$ cat config.mk
export PLATFORM = sky130hd
export DESIGN_NAME = tx_fifo_gate
export DESIGN_NICKNAME = d
export VERILOG_FILES = /design/src/rtl/tx_fifo_pkg.sv /design/src/rtl/tx_fifo_store.sv /design/src/rtl/tx_start_gate.sv /design/src/rtl/tx_flow_flags.sv /design/src/rtl/tx_fifo_gate.sv
export SDC_FILE = /design/constraint.sdc
export NUM_CORES = 1
export LEC_CHECK = 0
export BUFFER_PORTS_ARGS = -buffer_cell sky130_fd_sc_hd__buf_2
export CAP_MARGIN = 20
export CORE_MARGIN = 1.5
export CORE_UTILIZATION = 55
export CTS_CLUSTER_SIZE = 12
export DETAILED_ROUTE_END_ITERATION = 10
export PLACE_DENSITY = 0.74
export SYNTH_ARGS = -nofsm -noshare
export SYNTH_HDL_FRONTEND = slang
export SYNTH_SLANG_ARGS = --single-unit
export TNS_END_PERCENT = 100
$ cat constraint.sdc
create_clock -name clk_i -period 3.6 [get_ports clk_i]
set_input_delay 0.36 -clock clk_i [delete_from_list [all_inputs] [get_ports clk_i]]
set_output_delay 0.36 -clock clk_i [all_outputs]
set_load 0.01 [all_outputs]
$ cat src/rtl/tx_fifo_pkg.sv
package tx_fifo_pkg;
  typedef struct packed {
    logic stat_clr;   // flags cleared by status read instead of command
    logic imm_start;  // start on first stored word
  } tx_cfg_t;
endpackage

$ cat src/rtl/tx_fifo_store.sv
module tx_fifo_store #(
  parameter int unsigned DEPTH = 16,
  parameter int unsigned DW    = 32,
  localparam int unsigned AW   = $clog2(DEPTH),
  localparam int unsigned CW   = $clog2(DEPTH + 1)
) (
  input  logic          clk_i,
  input  logic          rst_ni,
  input  logic          push_i,
  input  logic [DW-1:0] push_data_i,
  input  logic          pop_i,
  output logic [DW-1:0] pop_data_o,
  output logic          push_ok_o,
  output logic          pop_ok_o,
  output logic [CW-1:0] level_o,
  output logic          full_o,
  output logic          empty_o
);
  localparam logic [CW-1:0] FullCnt = CW'(DEPTH);

  logic [DW-1:0] mem_q [DEPTH];
  logic [AW-1:0] wr_ptr_q, rd_ptr_q;
  logic [CW-1:0] cnt_q;

  assign full_o    = (cnt_q == FullCnt);
  assign empty_o   = (cnt_q == '0);
  assign push_ok_o = push_i && !full_o;
  assign pop_ok_o  = pop_i && !empty_o;
  assign level_o   = cnt_q;
  assign pop_data_o = mem_q[rd_ptr_q];

  always_ff @(posedge clk_i) begin
    if (push_ok_o) mem_q[wr_ptr_q] <= push_data_i;
  end

  always_ff @(posedge clk_i or negedge rst_ni) begin
    if (!rst_ni) begin
      wr_ptr_q <= '0;
      rd_ptr_q <= '0;
      cnt_q    <= '0;
    end else begin
      if (push_ok_o) wr_ptr_q <= wr_ptr_q + 1'b1;
      if (pop_ok_o)  rd_ptr_q <= rd_ptr_q + 1'b1;
      case ({push_ok_o, pop_ok_o})
        2'b10:   cnt_q <= cnt_q + 1'b1;
        2'b01:   cnt_q <= cnt_q - 1'b1;
        default: cnt_q <= cnt_q;
      endcase
    end
  end

  p_level_bound_r3: assert property (@(posedge clk_i) disable iff (!rst_ni)
    cnt_q <= FullCnt);
  p_same_level_r3: assert property (@(posedge clk_i) disable iff (!rst_ni)
    (push_ok_o && pop_ok_o) |=> $stable(cnt_q));
  p_full_empty_r3: assert property (@(posedge clk_i) disable iff (!rst_ni)
    $onehot0({full_o, empty_o}));
endmodule

$ cat src/rtl/tx_start_gate.sv
module tx_start_gate #(
  parameter int unsigned DEPTH = 16,
  parameter int unsigned LW    = 8,
  parameter int unsigned CW    = 5
) (
  input  logic          clk_i,
  input  logic          rst_ni,
  input  logic          imm_i,
  input  logic          cmd_i,
  input  logic [LW-1:0] len_i,
  input  logic [CW-1:0] level_i,
  input  logic          pop_ok_i,
  output logic          active_o,
  output logic          start_o
);
  localparam int unsigned Q3Depth   = 3 * DEPTH;
  localparam int unsigned HalfDepth = DEPTH / 2;
  localparam int unsigned QtrDepth  = DEPTH / 4;

  logic [LW-1:0] len_q, rem_q;
  logic          active_q, start_q;
  int unsigned   len_u, thr;
  logic          cond;

  always_comb begin
    len_u = 32'(len_q);
    if (imm_i)                    thr = 1;
    else if (len_u * 4 >= Q3Depth) thr = HalfDepth;
    else if (len_u * 2 >= DEPTH)  thr = QtrDepth;
    else                          thr = len_u;
    cond = (32'(level_i) >= thr);
  end

  always_ff @(posedge clk_i or negedge rst_ni) begin
    if (!rst_ni) begin
      len_q    <= '0;
      rem_q    <= '0;
      active_q <= 1'b0;
      start_q  <= 1'b0;
    end else if (cmd_i) begin
      len_q    <= len_i;
      rem_q    <= len_i;
      active_q <= 1'b1;
      start_q  <= 1'b0;
    end else if (active_q) begin
      if (!start_q && cond) start_q <= 1'b1;
      if (start_q && pop_ok_i) begin
        rem_q <= rem_q - 1'b1;
        if (rem_q == LW'(1)) begin
          start_q  <= 1'b0;
          active_q <= 1'b0;
        end
      end
    end
  end

  assign active_o = active_q;
  assign start_o  = start_q;

  p_start_has_data_r8: assert property (@(posedge clk_i) disable iff (!rst_ni)
    $rose(start_o) |-> $past(level_i) != '0);
  p_start_needs_arm_r8: assert property (@(posedge clk_i) disable iff (!rst_ni)
    start_o |-> active_o);
  p_start_drop_r8: assert property (@(posedge clk_i) disable iff (!rst_ni)
    $fell(start_o) |-> ($past(pop_ok_i) || $past(cmd_i)));
endmodule

$ cat src/rtl/tx_flow_flags.sv
module tx_flow_flags (
  input  logic clk_i,
  input  logic rst_ni,
  input  logic ovf_evt_i,
  input  logic udf_evt_i,
  input  logic clr_i,
  output logic ovf_o,
  output logic udf_o
);
  always_ff @(posedge clk_i or negedge rst_ni) begin
    if (!rst_ni) begin
      ovf_o <= 1'b0;
      udf_o <= 1'b0;
    end else begin
      // new event outranks a clear in the same cycle
      ovf_o <= ovf_evt_i || (ovf_o && !clr_i);
      udf_o <= udf_evt_i || (udf_o && !clr_i);
    end
  end

  p_ovf_set_r9: assert property (@(posedge clk_i) disable iff (!rst_ni)
    ovf_evt_i |=> ovf_o);
  p_udf_set_r10: assert property (@(posedge clk_i) disable iff (!rst_ni)
    udf_evt_i |=> udf_o);
  p_flag_hold_r11: assert property (@(posedge clk_i) disable iff (!rst_ni)
    (ovf_o && !clr_i) |=> ovf_o);
  p_set_wins_r12: assert property (@(posedge clk_i) disable iff (!rst_ni)
    (clr_i && (ovf_evt_i || udf_evt_i)) |=> (ovf_o || udf_o));
endmodule

$ cat src/rtl/tx_fifo_gate.sv
module tx_fifo_gate
  import tx_fifo_pkg::*;
#(
  parameter int unsigned DEPTH = 16,  // power of two, multiple of four
  parameter int unsigned DW    = 32,
  parameter int unsigned LW    = 8,
  localparam int unsigned CW   = $clog2(DEPTH + 1)
) (
  input  logic          clk_i,
  input  logic          rst_ni,
  input  logic          cfg_we_i,
  input  logic [1:0]    cfg_wdata_i,
  input  logic          wp_en_i,
  output logic [1:0]    cfg_o,
  input  logic          push_i,
  input  logic [DW-1:0] push_data_i,
  input  logic          pop_i,
  output logic [DW-1:0] pop_data_o,
  input  logic [LW-1:0] blk_len_i,
  input  logic          cmd_start_i,
  input  logic          stat_rd_i,
  output logic          start_o,
  output logic [CW-1:0] level_o,
  output logic          full_o,
  output logic          empty_o,
  output logic          ovf_o,
  output logic          udf_o
);
  tx_cfg_t cfg_q;
  logic    push_ok, pop_ok, active, flag_clr;

  always_ff @(posedge clk_i or negedge rst_ni) begin
    if (!rst_ni)                     cfg_q <= '0;
    else if (cfg_we_i && !wp_en_i)   cfg_q <= tx_cfg_t'(cfg_wdata_i);
  end
  assign cfg_o = cfg_q;

  tx_fifo_store #(.DEPTH(DEPTH), .DW(DW)) u_store (
    .clk_i, .rst_ni, .push_i, .push_data_i, .pop_i, .pop_data_o,
    .push_ok_o(push_ok), .pop_ok_o(pop_ok), .level_o, .full_o, .empty_o
  );

  tx_start_gate #(.DEPTH(DEPTH), .LW(LW), .CW(CW)) u_gate (
    .clk_i, .rst_ni, .imm_i(cfg_q.imm_start), .cmd_i(cmd_start_i),
    .len_i(blk_len_i), .level_i(level_o), .pop_ok_i(pop_ok),
    .active_o(active), .start_o
  );

  assign flag_clr = cfg_q.stat_clr ? stat_rd_i : cmd_start_i;

  tx_flow_flags u_flags (
    .clk_i, .rst_ni,
    .ovf_evt_i(push_i && full_o),
    .udf_evt_i(pop_i && empty_o && active),
    .clr_i(flag_clr), .ovf_o, .udf_o
  );

  p_cfg_locked_r2: assert property (@(posedge clk_i) disable iff (!rst_ni)
    (cfg_we_i && wp_en_i) |=> $stable(cfg_o));
  p_no_push_when_full_r9: assert property (@(posedge clk_i) disable iff (!rst_ni)
    (push_i && full_o && !pop_i) |=> $stable(level_o));
endmodule

==> impl_summary.log, run 1 <==
[metrics] placeable core area: ~38,000 um^2
[metrics] clk sink count: around 550
[metrics] number of levels in the clock H-tree: 2
[metrics] final setup vio count: 0
[metrics] CTS Hold Buffers Added: 10
[metrics] largest driver fanout on the critical path: 37
[metrics] hold slack final: between 0.04 and 0.05 ns
[metrics] post-layout min period: between 3 and 4 ns
[metrics] Antenna diodes: 0
[metrics] Storage cell area: roughly 16,000 um^2
[metrics] Ports: 94
[metrics] maximum number of pins on one net before global-route repair: 41
[metrics] number of iterations in the first detailed-routing pass: 5
[metrics] worst reg2reg path startpoint: u_store.level_o[1]
[metrics] asr flop ratio synth: 0.06399
[metrics] number of gates resized after cts: 0
[metrics] clock slew seen by the registers of the worst setup and hold paths: 0.06 ns
[metrics] area grow syn2layout: 14.65%
[metrics] TritonCTS Buffers: 55
[metrics] RSZ-0062 raised after global routing: no
[metrics] global-route wire length before repair: about 67,000 um
[metrics] start point of the worst min-delay path: blk_len_i[7]
[metrics] final count of pins violating max slew: 0
[metrics] count of yosys warnings during synthesis: 0
[metrics] power density over cell area: a little under 800 nW/um^2
[metrics] hold depth: 2
[metrics] worst supply voltage drop on vdd: approximately 0.00052 V
[metrics] Die Y-Extent: about 200 um
[metrics] area used by multi-input combinational logic: between 4000 and 5000 um^2
[metrics] Placer Congestion: roughly 0.8
[metrics] count of vias placed by the detailed router: approximately 10,000
[metrics] classification of the worst setup path: register to output pin
[metrics] DRT Wirelength: about 44,000 um
[metrics] fraction of layout instances using a drive strength above 1: 0.3086
[metrics] detail-routed via count per cell: between 6 and 7
[metrics] kind of path behind the tightest hold check: input port to register
[metrics] Post-CTS Setup Inserts: 0
[metrics] HPWL reported at the end of detailed placement: 25,360 um
[metrics] Final #Nets: between 1,000 and 1,500
[metrics] Antenna Nets Post-Route: 0
[metrics] library cells used by synthesis: 50
[metrics] number of placement rows: roughly 70
[metrics] Worst setup EP type: output pin
[metrics] Starting Density: 0.5592
[metrics] insertion delay to the later sink of the worst-skew pair: a little over 0.6 ns
[metrics] die width: between 150 and 200 um
[metrics] IO buf count: a little over 90
[metrics] cell count after synthesis: ~1,000
[metrics] 1st-iter DRT viols: around 960
[metrics] R2R cell count: 9
[metrics] count of filler cells inserted in the layout: about 2,500
[metrics] maxcap violations: 0
[metrics] period utilisation layout: 0.9295
[metrics] proportion of synthesized chip area in sequential cells: 0.7697
[metrics] most used flip-flop cell after synthesis: sky130_fd_sc_hd__edfxtp_1
[metrics] number of failing hold endpoints at the final stage: 0
[metrics] PnR Total Power: about 19 mW
[metrics] end point of the most critical hold path: u_gate.len_q[7]
[metrics] worst slew margin relative to its limit: 0.4635
[metrics] skew final: around 0.024 ns
[metrics] TritonCTS clock tree: yes
[metrics] worst path required time: around 3.2 ns
[metrics] global-route usage over all layers: 0.2345
[metrics] DRC viols: 0
[metrics] critical path startpoint: u_store.rd_ptr_q[0]
[metrics] maximum clock rate: 298.8 MHz
[metrics] number of synthesized register bits: between 500 and 600
[metrics] static leakage: about 8 nW
[metrics] final core utilization: 0.6412
[metrics] die outline area: 39,570 um^2
[metrics] Max clock buf depth: 3
[metrics] number of enable flip-flop cells after synthesis: between 500 and 600
[metrics] worst-margin pin slew: around 0.80 ns
[metrics] Setup TNS: 0 ns
[metrics] initial antenna violation count: 1
[metrics] type of origin of the critical path: register
[metrics] Routed wire per std cell: approximately 26 um
[metrics] number of global-route vias before repair: 10,700
[metrics] buffer cell driving the clock tree root: sky130_fd_sc_hd__clkbuf_16
[metrics] net count of the mapped netlist: between 1,000 and 1,500
[metrics] signal arrival time at the worst endpoint: 2.99 ns
[metrics] synthesized area divided by synthesized cell count: between 20 and 25 um^2
[metrics] Post-Synthesis Cell Area: roughly 21,000 um^2
[metrics] total gr overflow: 0
[metrics] run status: finished, final reports clean
[metrics] terminus of the critical flop-to-flop path: u_store.level_o[4]
[metrics] slack of the worst reg-to-reg path: between 0.5 and 0.6 ns
[registers in the layout, indices dropped and copies added (netlist names)]
register / cells
u_gate.len_q: 8
u_flags.udf_o: 1
u_gate.active_o: 1
u_store.mem_q: 512
u_store.level_o: 5
u_store.wr_ptr_q: 4
u_gate.rem_q: 8
u_flags.ovf_o: 1
cfg_o: 2
u_store.rd_ptr_q: 4
u_gate.start_o: 1
[where the power goes]
group / leakage, nW / total [mW] / switching (mW) / internal [mW]
Sequential: 5.04 / 8.17 / 0.502 / 7.67
Combinational: 2.23 / 5.36 / 2.94 / 2.42
Clock: 0.758 / 5.11 / 2.27 / 2.84
[routing by layer]
layer,global-route usage,part of all wire,vias up
li1,-,-,4422
met1,0.3209,0.41,5371
met2,0.3825,0.51,376
met3,0.04747,0.063,70
met4,0.07688,0.026,2
met5,0,0.00029,-
[cells in the mapped netlist, types with 2 or more instances]
library cell,number,area (um^2)
sky130_fd_sc_hd__nor3_1,6,30.03
sky130_fd_sc_hd__a21oi_1,2,10.01
sky130_fd_sc_hd__buf_2,14,70.07
sky130_fd_sc_hd__nand2_1,57,214.0
sky130_fd_sc_hd__a21o_1,2,15.01
sky130_fd_sc_hd__mux2_2,4,45.04
sky130_fd_sc_hd__nor2_1,20,75.07
sky130_fd_sc_hd__mux4_2,128,2883
sky130_fd_sc_hd__nand4_1,2,12.51
sky130_fd_sc_hd__dfrtp_1,35,875.8
sky130_fd_sc_hd__nor4_1,3,18.77
sky130_fd_sc_hd__o211ai_1,5,37.54
sky130_fd_sc_hd__o21ai_0,16,80.08
sky130_fd_sc_hd__xor2_1,6,52.55
sky130_fd_sc_hd__o21ai_2,2,17.52
sky130_fd_sc_hd__and2_1,2,12.51
sky130_fd_sc_hd__ha_1,16,200.2
sky130_fd_sc_hd__or3_1,2,12.51
sky130_fd_sc_hd__xnor2_1,9,78.83
sky130_fd_sc_hd__buf_1,3,11.26
sky130_fd_sc_hd__a22oi_1,64,480.5
sky130_fd_sc_hd__nand2b_1,3,18.77
sky130_fd_sc_hd__nor2b_1,5,31.28
sky130_fd_sc_hd__o311ai_0,3,26.28
sky130_fd_sc_hd__a211oi_1,2,15.01
sky130_fd_sc_hd__inv_1,19,71.32
sky130_fd_sc_hd__clkbuf_1,34,127.6
sky130_fd_sc_hd__edfxtp_1,512,15370
sky130_fd_sc_hd__o2111ai_1,2,17.52
sky130_fd_sc_hd__nand3_1,2,10.01
[cell type report]
cell class | count | share of cell area
clock buffer | 66 | 0.05856
clock inverter | 16 | 0.006151
inverter | 19 | 0.002946
multi-input combinational | 381 | 0.1951
sequential | 547 | 0.6716
tap | 511 | 0.02641
timing repair buffer | 144 | 0.03918
[cell families after synthesis]
logic type / after synthesis / share of synthesized area
compound gates: 108 / 0.03733
xor+xnor: 15 / 0.006222
fa+ha+maj: 17 / 0.01043
buf+inv: 72 / 0.01416
flops: 547 / 0.7697
mux: 134 / 0.1399
other cells: 1 / 0.0001776
simple gates: 106 / 0.02216
[worst max path at each step]
| stage | endpoint | slack [ns] | depth (start not counted) |
|---|---|---|---|
| finish | pop_data_o[23] | 0.25 | 5 |
| global route | pop_data_o[4] | 0.07 | 5 |
| CTS | pop_data_o[4] | 0.14 | 5 |
| detailed placement | u_store.level_o[4] | 0.51 | 9 |
| global placement | u_store.level_o[4] | 0.57 | 9 |
| floorplan | u_store.mem_q[7][0] | 0.44 | 4 |
[cells in the final DEF, fill, tap and decap left out, types with 11 or more instances in the layout]
cell and count:
sky130_fd_sc_hd__mux4_2 128, sky130_fd_sc_hd__buf_2 93, sky130_fd_sc_hd__nand2_1 57, sky130_fd_sc_hd__nor2_4 13
sky130_fd_sc_hd__clkbuf_16 55, sky130_fd_sc_hd__inv_1 19, sky130_fd_sc_hd__ha_1 16, sky130_fd_sc_hd__edfxtp_1 512
sky130_fd_sc_hd__clkbuf_1 11, sky130_fd_sc_hd__dfrtp_1 33, sky130_fd_sc_hd__o21ai_0 16, sky130_fd_sc_hd__a22oi_1 64
sky130_fd_sc_hd__buf_4 35
[critical path, cell delays in order, from the launching register on]
cell and delay, ns:
sky130_fd_sc_hd__dfrtp_4 0.81, sky130_fd_sc_hd__buf_12 0.35, sky130_fd_sc_hd__mux4_2 0.55, sky130_fd_sc_hd__a22oi_1 0.27, sky130_fd_sc_hd__nand2_1 0.16, sky130_fd_sc_hd__buf_2 0.17
[stage by stage]
| step | instances | instance area, um^2 | worst slack (ns) |
|---|---|---|---|
| 2_1_floorplan | 1000 | 21130 | 0.4401 |
| 3_3_place_gp | 1592 | 22540 | 0.5696 |
| 3_5_place_dp | 1592 | 22540 | 0.5140 |
| 4_1_cts | 1684 | 24210 | 0.1391 |
| 5_1_grt | 1684 | 24210 | 0.07094 |
| 6_report | 1684 | 24210 | 0.2537 |
Note: power is estimated with default switching activity, not from simulation.
==> run 2, diff against run 1 <==
CELL_PAD_IN_SITES_DETAIL_PLACEMENT = 1   (was not set)
CELL_PAD_IN_SITES_GLOBAL_PLACEMENT = 2   (was not set)
CORE_UTILIZATION = 44   (was 55)
PLACE_DENSITY = 0.75   (was 0.74)
==> impl_summary.log, run 2 (synthesis results as in run 1) <==
[metrics] run status: finished, final reports clean
[metrics] 1st-iter DRT viols: ~770
[metrics] total gr overflow: 0
[metrics] die outline area: roughly 49,000 um^2
[metrics] maxcap violations: 0
[metrics] die width: around 220 um
[metrics] detail-routed via count per cell: ~5.7
[metrics] Antenna Nets Post-Route: 0
[metrics] clock slew seen by the registers of the worst setup and hold paths: about 0.060 ns
[metrics] HPWL reported at the end of detailed placement: ~28,000 um
[metrics] power share of the sequential group: 0.430
[metrics] area grow syn2layout: 15.85%
[metrics] kind of path behind the tightest hold check: input port to register
[metrics] Ports: 94
[metrics] Final #Nets: roughly 1,200
[metrics] RSZ-0062 raised after global routing: no
[metrics] Post-CTS Setup Inserts: 0
[metrics] TritonCTS Buffers: 56
[metrics] power share of the combinational group: 0.292
[metrics] Routed wire per std cell: ~27 um
[metrics] internal power consumption: approximately 13 mW
[metrics] DRT Wirelength: roughly 48,000 um
[metrics] IO buf count: between 90 and 100
[metrics] worst slew margin relative to its limit: 0.4304
[metrics] PnR Total Power: 18.90 mW
[metrics] number of gates resized after cts: 0
[metrics] worst-margin pin slew: 0.8525 ns
[metrics] worst path required time: between 3 and 4 ns
[metrics] period utilisation layout: 0.8763
[metrics] buffer cell driving the clock tree root: sky130_fd_sc_hd__clkbuf_16
[metrics] Die Y-Extent: roughly 220 um
[metrics] Placer Congestion: 0.7228
[metrics] clock network fraction of total power: 0.278
[metrics] fraction of layout instances using a drive strength above 1: 0.3100
[metrics] DRC viols: 0
[metrics] Worst setup EP type: output pin
[metrics] Starting Density: 0.4441
[metrics] number of iterations in the first detailed-routing pass: 5
[metrics] TritonCTS clock tree: yes
[metrics] Net Sw Frac: 0.3069
[metrics] static leakage: about 8.1 nW
[metrics] classification of the worst setup path: register to output pin
[metrics] Max clock buf depth: 3
[metrics] Psw: slightly below 6 mW
[metrics] post-layout min period: between 3 and 4 ns
[metrics] number of failing hold endpoints at the final stage: 0
[metrics] skew final: between 0.02 and 0.025 ns
[metrics] worst supply voltage drop on vdd: 0.0004319 V
[metrics] final count of pins violating max slew: 0
[metrics] maximum number of pins on one net before global-route repair: 36
[metrics] number of levels in the clock H-tree: 2
[metrics] number of flip-flops under the largest register name: approximately 510
[metrics] biggest regs: u_store.mem_q (512), u_gate.len_q (8), u_gate.rem_q (8)
[metrics] number of global-route vias before repair: approximately 11,000
[metrics] clk sink count: approximately 550
[metrics] number of placement rows: 80
[metrics] count of filler cells inserted in the layout: roughly 4,200
[metrics] type of origin of the critical path: register
[metrics] insertion delay to the later sink of the worst-skew pair: about 0.61 ns
[metrics] global-route wire length before repair: slightly above 70,000 um
[metrics] Antenna diodes: 0
[metrics] placeable core area: 47,550 um^2
[metrics] final setup vio count: 0
[metrics] power density over cell area: just under 800 nW/um^2
[metrics] commonest cells after routing, fill and taps aside: sky130_fd_sc_hd__edfxtp_1, sky130_fd_sc_hd__mux4_2, sky130_fd_sc_hd__buf_2
[metrics] global-route usage over all layers: 0.1990
[metrics] Setup TNS: 0 ns
[metrics] CTS Hold Buffers Added: 7
[metrics] maximum clock rate: ~320 MHz
[metrics] most common library cell in the layout ignoring fill and taps: sky130_fd_sc_hd__edfxtp_1
[metrics] initial antenna violation count: 0
[metrics] signal arrival time at the worst endpoint: roughly 2.8 ns
[metrics] register with the most flip-flops: u_store.mem_q
[metrics] largest driver fanout on the critical path: 18
[metrics] count of vias placed by the detailed router: slightly above 10,000
## run 2: routing by layer
metal	vias up	global-route usage	part of all wire
li1	4443	-	-
met2	254	0.3360	0.51
met1	5538	0.2709	0.43
met4	0	0.05325	0.017
met3	50	0.03088	0.045
met5	-	0	0
## run 2: worst paths after layout
kind | cells after the start | slack (ns) | from | endpoint
worst max-delay path | 5 | 0.45 | u_store.rd_ptr_q[0] | pop_data_o[13]
worst min-delay path | 3 | 0.02 | blk_len_i[0] | u_gate.rem_q[0]
worst max register to register | 9 | 0.45 | u_store.level_o[1] | u_store.level_o[4]
worst min register to register | 1 | 0.49 | u_flags.udf_o | u_flags.udf_o
max in group asynchronous | 2 | 2.56 | rst_ni | u_store.rd_ptr_q[0]
min in group asynchronous | 2 | 0.41 | rst_ni | u_gate.len_q[1]
## run 2: cell type report
cell class	instances	area, um^2	share of cell area
clock buffer	71	1489	0.06087
clock inverter	20	130.1	0.005320
inverter	19	71.32	0.002916
multi-input combinational	381	4723	0.1931
sequential	547	16260	0.6647
tap	615	769.5	0.03146
timing repair buffer	146	1018	0.04164
## run 2: power groups by stage
stage	clock, mW	sequential [mW]	combinational [mW]
floorplan	0	7.99	3.65
global placement	0	8.21	5.55
detailed placement	0	8.26	5.63
CTS	5.37	8.14	5.67
global route	5.56	8.20	5.95
finish	5.26	8.12	5.51
## run 2: stage by stage
| stage | instances | setup WS, ns | hold slack, ns | util | cell area (um^2) |
|---|---|---|---|---|---|
| after floorplan | 1000 | 0.4401 | 0.06441 | - | 21130 |
| after global placement | 1701 | 0.4431 | 0.4736 | 0.4789 | 22770 |
| after detailed placement | 1701 | 0.4560 | 0.4798 | 0.4789 | 22770 |
| after CTS | 1799 | 0.3187 | 0.003571 | 0.5144 | 24460 |
| after global routing | 1799 | 0.1784 | 0.04159 | 0.5144 | 24460 |
| final | 1799 | 0.4455 | 0.01806 | 0.5144 | 24460 |
## run 2: critical path: stages, from the launching register on
cell and delay, ns:
sky130_fd_sc_hd__dfrtp_4 0.70, sky130_fd_sc_hd__buf_4 0.35, sky130_fd_sc_hd__mux4_2 0.53, sky130_fd_sc_hd__a22oi_1 0.30, sky130_fd_sc_hd__nand2_1 0.14, sky130_fd_sc_hd__buf_2 0.16
==> run 3, diff against run 2 <==
CORE_UTILIZATION = 43   (was 44)
PLACE_DENSITY = 0.74   (was 0.75)
SYNTH_HIERARCHICAL = 1   (was not set)
==> impl_summary.log, run 3 <==
[metrics] insertion delay to the later sink of the worst-skew pair: ~0.63 ns
[metrics] maximum clock rate: ~300 MHz
[metrics] count of yosys warnings during synthesis: 6
[metrics] largest driver fanout on the critical path: 48
[metrics] number of flip-flops under the largest register name: between 500 and 600
[metrics] critical path startpoint: u_store/rd_ptr_q[0]
[metrics] die width: ~230 um
[metrics] type of origin of the critical path: register
[metrics] Antenna Nets Post-Route: 0
[metrics] classification of the worst setup path: register to output pin
[metrics] Worst setup EP type: output pin
[metrics] worst reg2reg path startpoint: u_store/level_o[3]
[metrics] stage delay of the slowest cell on the critical path: just over 0.8 ns
[metrics] maxcap violations: 0
[metrics] TritonCTS clock tree: yes
[metrics] power density over cell area: around 780 nW/um^2
[metrics] number of failing hold endpoints at the final stage: 0
[metrics] clk sink count: ~550
[metrics] area grow syn2layout: 15.30%
[metrics] number of global-route vias before repair: approximately 12,000
[metrics] placeable core area: 49,250 um^2
[metrics] ordered list of cells on the worst path: buf_12 > mux2i_1 > a221oi_1 > o21ai_0 > nand2_1 > buf_2
[metrics] cell type group with the largest total delay on the critical path: flip-flops
[metrics] hold slack final: 0.1105 ns
[metrics] worst-margin pin slew: about 0.84 ns
[metrics] number of placement rows: roughly 80
[metrics] Post-CTS Setup Inserts: 0
[metrics] 1st-iter DRT viols: 785
[metrics] commonest cells in the netlist: sky130_fd_sc_hd__edfxtp_1, sky130_fd_sc_hd__mux2i_1, sky130_fd_sc_hd__a221oi_1, sky130_fd_sc_hd__mux4_2, sky130_fd_sc_hd__nand2_1
[metrics] Setup TNS: 0 ns
[metrics] fraction of layout instances using a drive strength above 1: 0.2201
[metrics] period utilisation layout: 0.9216
[metrics] DRT Wirelength: between 40,000 and 50,000 um
[metrics] asr flop ratio synth: 0.06399
[metrics] kind of path behind the tightest hold check: input port to register
[metrics] die outline area: between 50,000 and 60,000 um^2
[metrics] run status: finished, final reports clean
[metrics] clock slew seen by the registers of the worst setup and hold paths: about 0.060 ns
[metrics] detail-routed via count per cell: 5.672
[metrics] slack of the worst reg-to-reg path: about 0.54 ns
[metrics] IO buf count: 93
[metrics] buffer cell driving the clock tree root: sky130_fd_sc_hd__clkbuf_16
[metrics] terminus of the critical flop-to-flop path: u_store/level_o[4]
[metrics] commonest cells after routing, fill and taps aside: sky130_fd_sc_hd__edfxtp_1, sky130_fd_sc_hd__mux2i_1, sky130_fd_sc_hd__buf_2
[metrics] maximum number of pins on one net before global-route repair: 49
[metrics] Die Y-Extent: roughly 230 um
[metrics] signal arrival time at the worst endpoint: about 3 ns
[metrics] Starting Density: 0.4382
[metrics] cell count after synthesis: approximately 1,100
[metrics] dominant cells by area after synthesis: sky130_fd_sc_hd__edfxtp_1, sky130_fd_sc_hd__mux4_2, sky130_fd_sc_hd__mux2i_1
[metrics] fraction of post-synthesis cell area in the top cell type by area: 0.7124
[metrics] Yosys top cell by area: sky130_fd_sc_hd__edfxtp_1
[metrics] number of gates resized after cts: 0
[metrics] total gr overflow: 0
[metrics] DRC viols: 0
[metrics] skew final: slightly above 0.02 ns
[metrics] RSZ-0062 raised after global routing: no
[metrics] final count of pins violating max slew: 0
[metrics] worst slew margin relative to its limit: 0.4387
[metrics] number of iterations in the first detailed-routing pass: 5
[metrics] number of enable flip-flop cells after synthesis: 512
[metrics] initial antenna violation count: 2
[metrics] library cells used by synthesis: 48
[metrics] proportion of synthesized chip area in sequential cells: 0.7530
[metrics] most common library cell in the layout ignoring fill and taps: sky130_fd_sc_hd__edfxtp_1
[metrics] most used flip-flop cell after synthesis: sky130_fd_sc_hd__edfxtp_1
[metrics] register with the most flip-flops: u_store/mem_q
[metrics] Placer Congestion: just over 0.7
[metrics] count of vias placed by the detailed router: approximately 11,000
[metrics] worst supply voltage drop on vdd: roughly 0.00045 V
[metrics] biggest regs: u_store/mem_q (512), u_gate/len_q (8), u_gate/rem_q (8)
[metrics] worst path required time: between 3 and 4 ns
[metrics] hold depth: 3
[metrics] static leakage: around 8.6 nW
[metrics] Final #Nets: ~1,300
[metrics] Post-Synthesis Cell Area: 21,580 um^2
[metrics] post-layout min period: roughly 3.3 ns
[metrics] Routed wire per std cell: ~25 um
[metrics] number of synthesized register bits: around 550
[metrics] global-route wire length before repair: about 76,000 um
[metrics] cell with the most instances after synthesis: sky130_fd_sc_hd__edfxtp_1
[metrics] critical-path cell with the highest stage delay: sky130_fd_sc_hd__dfrtp_4
[metrics] number of levels in the clock H-tree: 2
[metrics] Max clock buf depth: 3
[metrics] Ports: 94
[metrics] HPWL reported at the end of detailed placement: approximately 28,000 um
[metrics] final setup vio count: 0
[metrics] synthesized area divided by synthesized cell count: 19.12 um^2
[metrics] net count of the mapped netlist: 1,196
[metrics] R2R cell count: 11
[metrics] end point of the most critical hold path: cfg_o[1]
[metrics] start point of the worst min-delay path: wp_en_i
[metrics] total buffers and inverters traversed by the critical path: 2
[metrics] global-route usage over all layers: 0.2002
[metrics] TritonCTS Buffers: 56
[run 3: cell types whose count changed in the layout (fill, tap and decap cells not counted), sizes merged, moves of 6 or more]
| cell | previous run | this run |
|---|---|---|
| a22oi | 64 | 32 |
| clkbuf | 71 | 77 |
| buf | 139 | 131 |
| a221oi | 0 | 64 |
| mux2i | 1 | 129 |
| mux4 | 128 | 64 |
| o21ai | 19 | 55 |
[run 3: what timing repair did]
item                                    CTS  global route
endpoints found under the setup margin    0             0
hold buffers                             11             0
endpoints found under the hold margin    53             0
[run 3: final cells by class]
cell class                      instances  area [um^2]
Clock buffer                           77         1531
Timing Repair Buffer                  142         1036
Clock inverter                         16        140.1
Tap cell                              664        830.8
Sequential cell                       547        16260
Fill cell                            4599        24370
Inverter                               21        78.83
Antenna cell                            1        2.502
Multi-Input combinational cell        501         5005
[run 3: how the worst max path moves through the flow]
stage                            to  slack, ns  cells past startpoint
2_1_floorplan  u_store/mem_q[15][0]       0.75                      6
3_3_place_gp     u_store/level_o[4]       0.61                     12
3_5_place_dp     u_store/level_o[4]       0.51                     11
4_1_cts              pop_data_o[12]       0.22                      6
5_1_grt              pop_data_o[12]       0.04                      6
6_report             pop_data_o[12]       0.28                      6
[run 3: cells by family (layout without fill, tap and decap cells)]
family                     after synthesis  after routing  synth area share
AOI/OAI and AO/OA                      163            163           0.05392
xor gates and xnor gates                18             18          0.007305
adders and majority gates               17             17           0.01020
buffers and inverters                   81            256           0.02180
DFF                                    547            547            0.7530
muxes                                  197            197            0.1301
other                                    1              2         0.0001738
and+or+nand+nor                        105            105           0.02354
[run 3: worst min-delay path: stages]
cell                      delay, ns
sky130_fd_sc_hd__buf_2         0.10
sky130_fd_sc_hd__nor2b_4       0.05
sky130_fd_sc_hd__mux2_4        0.18
[run 3: where the power goes]
part | internal [mW] | switching [mW]
Combinational | 2.44 | 3.51
Sequential | 7.67 | 0.484
Clock | 3.02 | 2.34
[run 3: metrics by stage]
step                        util  cell area [um^2]  worst slack, ns  power, mW  cells
after floorplan                -             21600           0.7521      12.11   1129
after global placement    0.4690             23100           0.6084      14.17   1864
after detailed placement  0.4690             23100           0.5054      14.31   1864
after CTS                 0.5052             24880           0.2206      19.74   1968
after global routing      0.5052             24880          0.04330      20.36   1969
final                     0.5052             24880           0.2821      19.46   1969
[run 3: per-layer routing]
metal,up-vias,part of all wire,global-route usage
li1,4874,-,-
met1,5956,0.43,0.2671
met2,257,0.51,0.3406
met3,79,0.045,0.03485
met4,2,0.020,0.05319
met5,-,0.00016,0
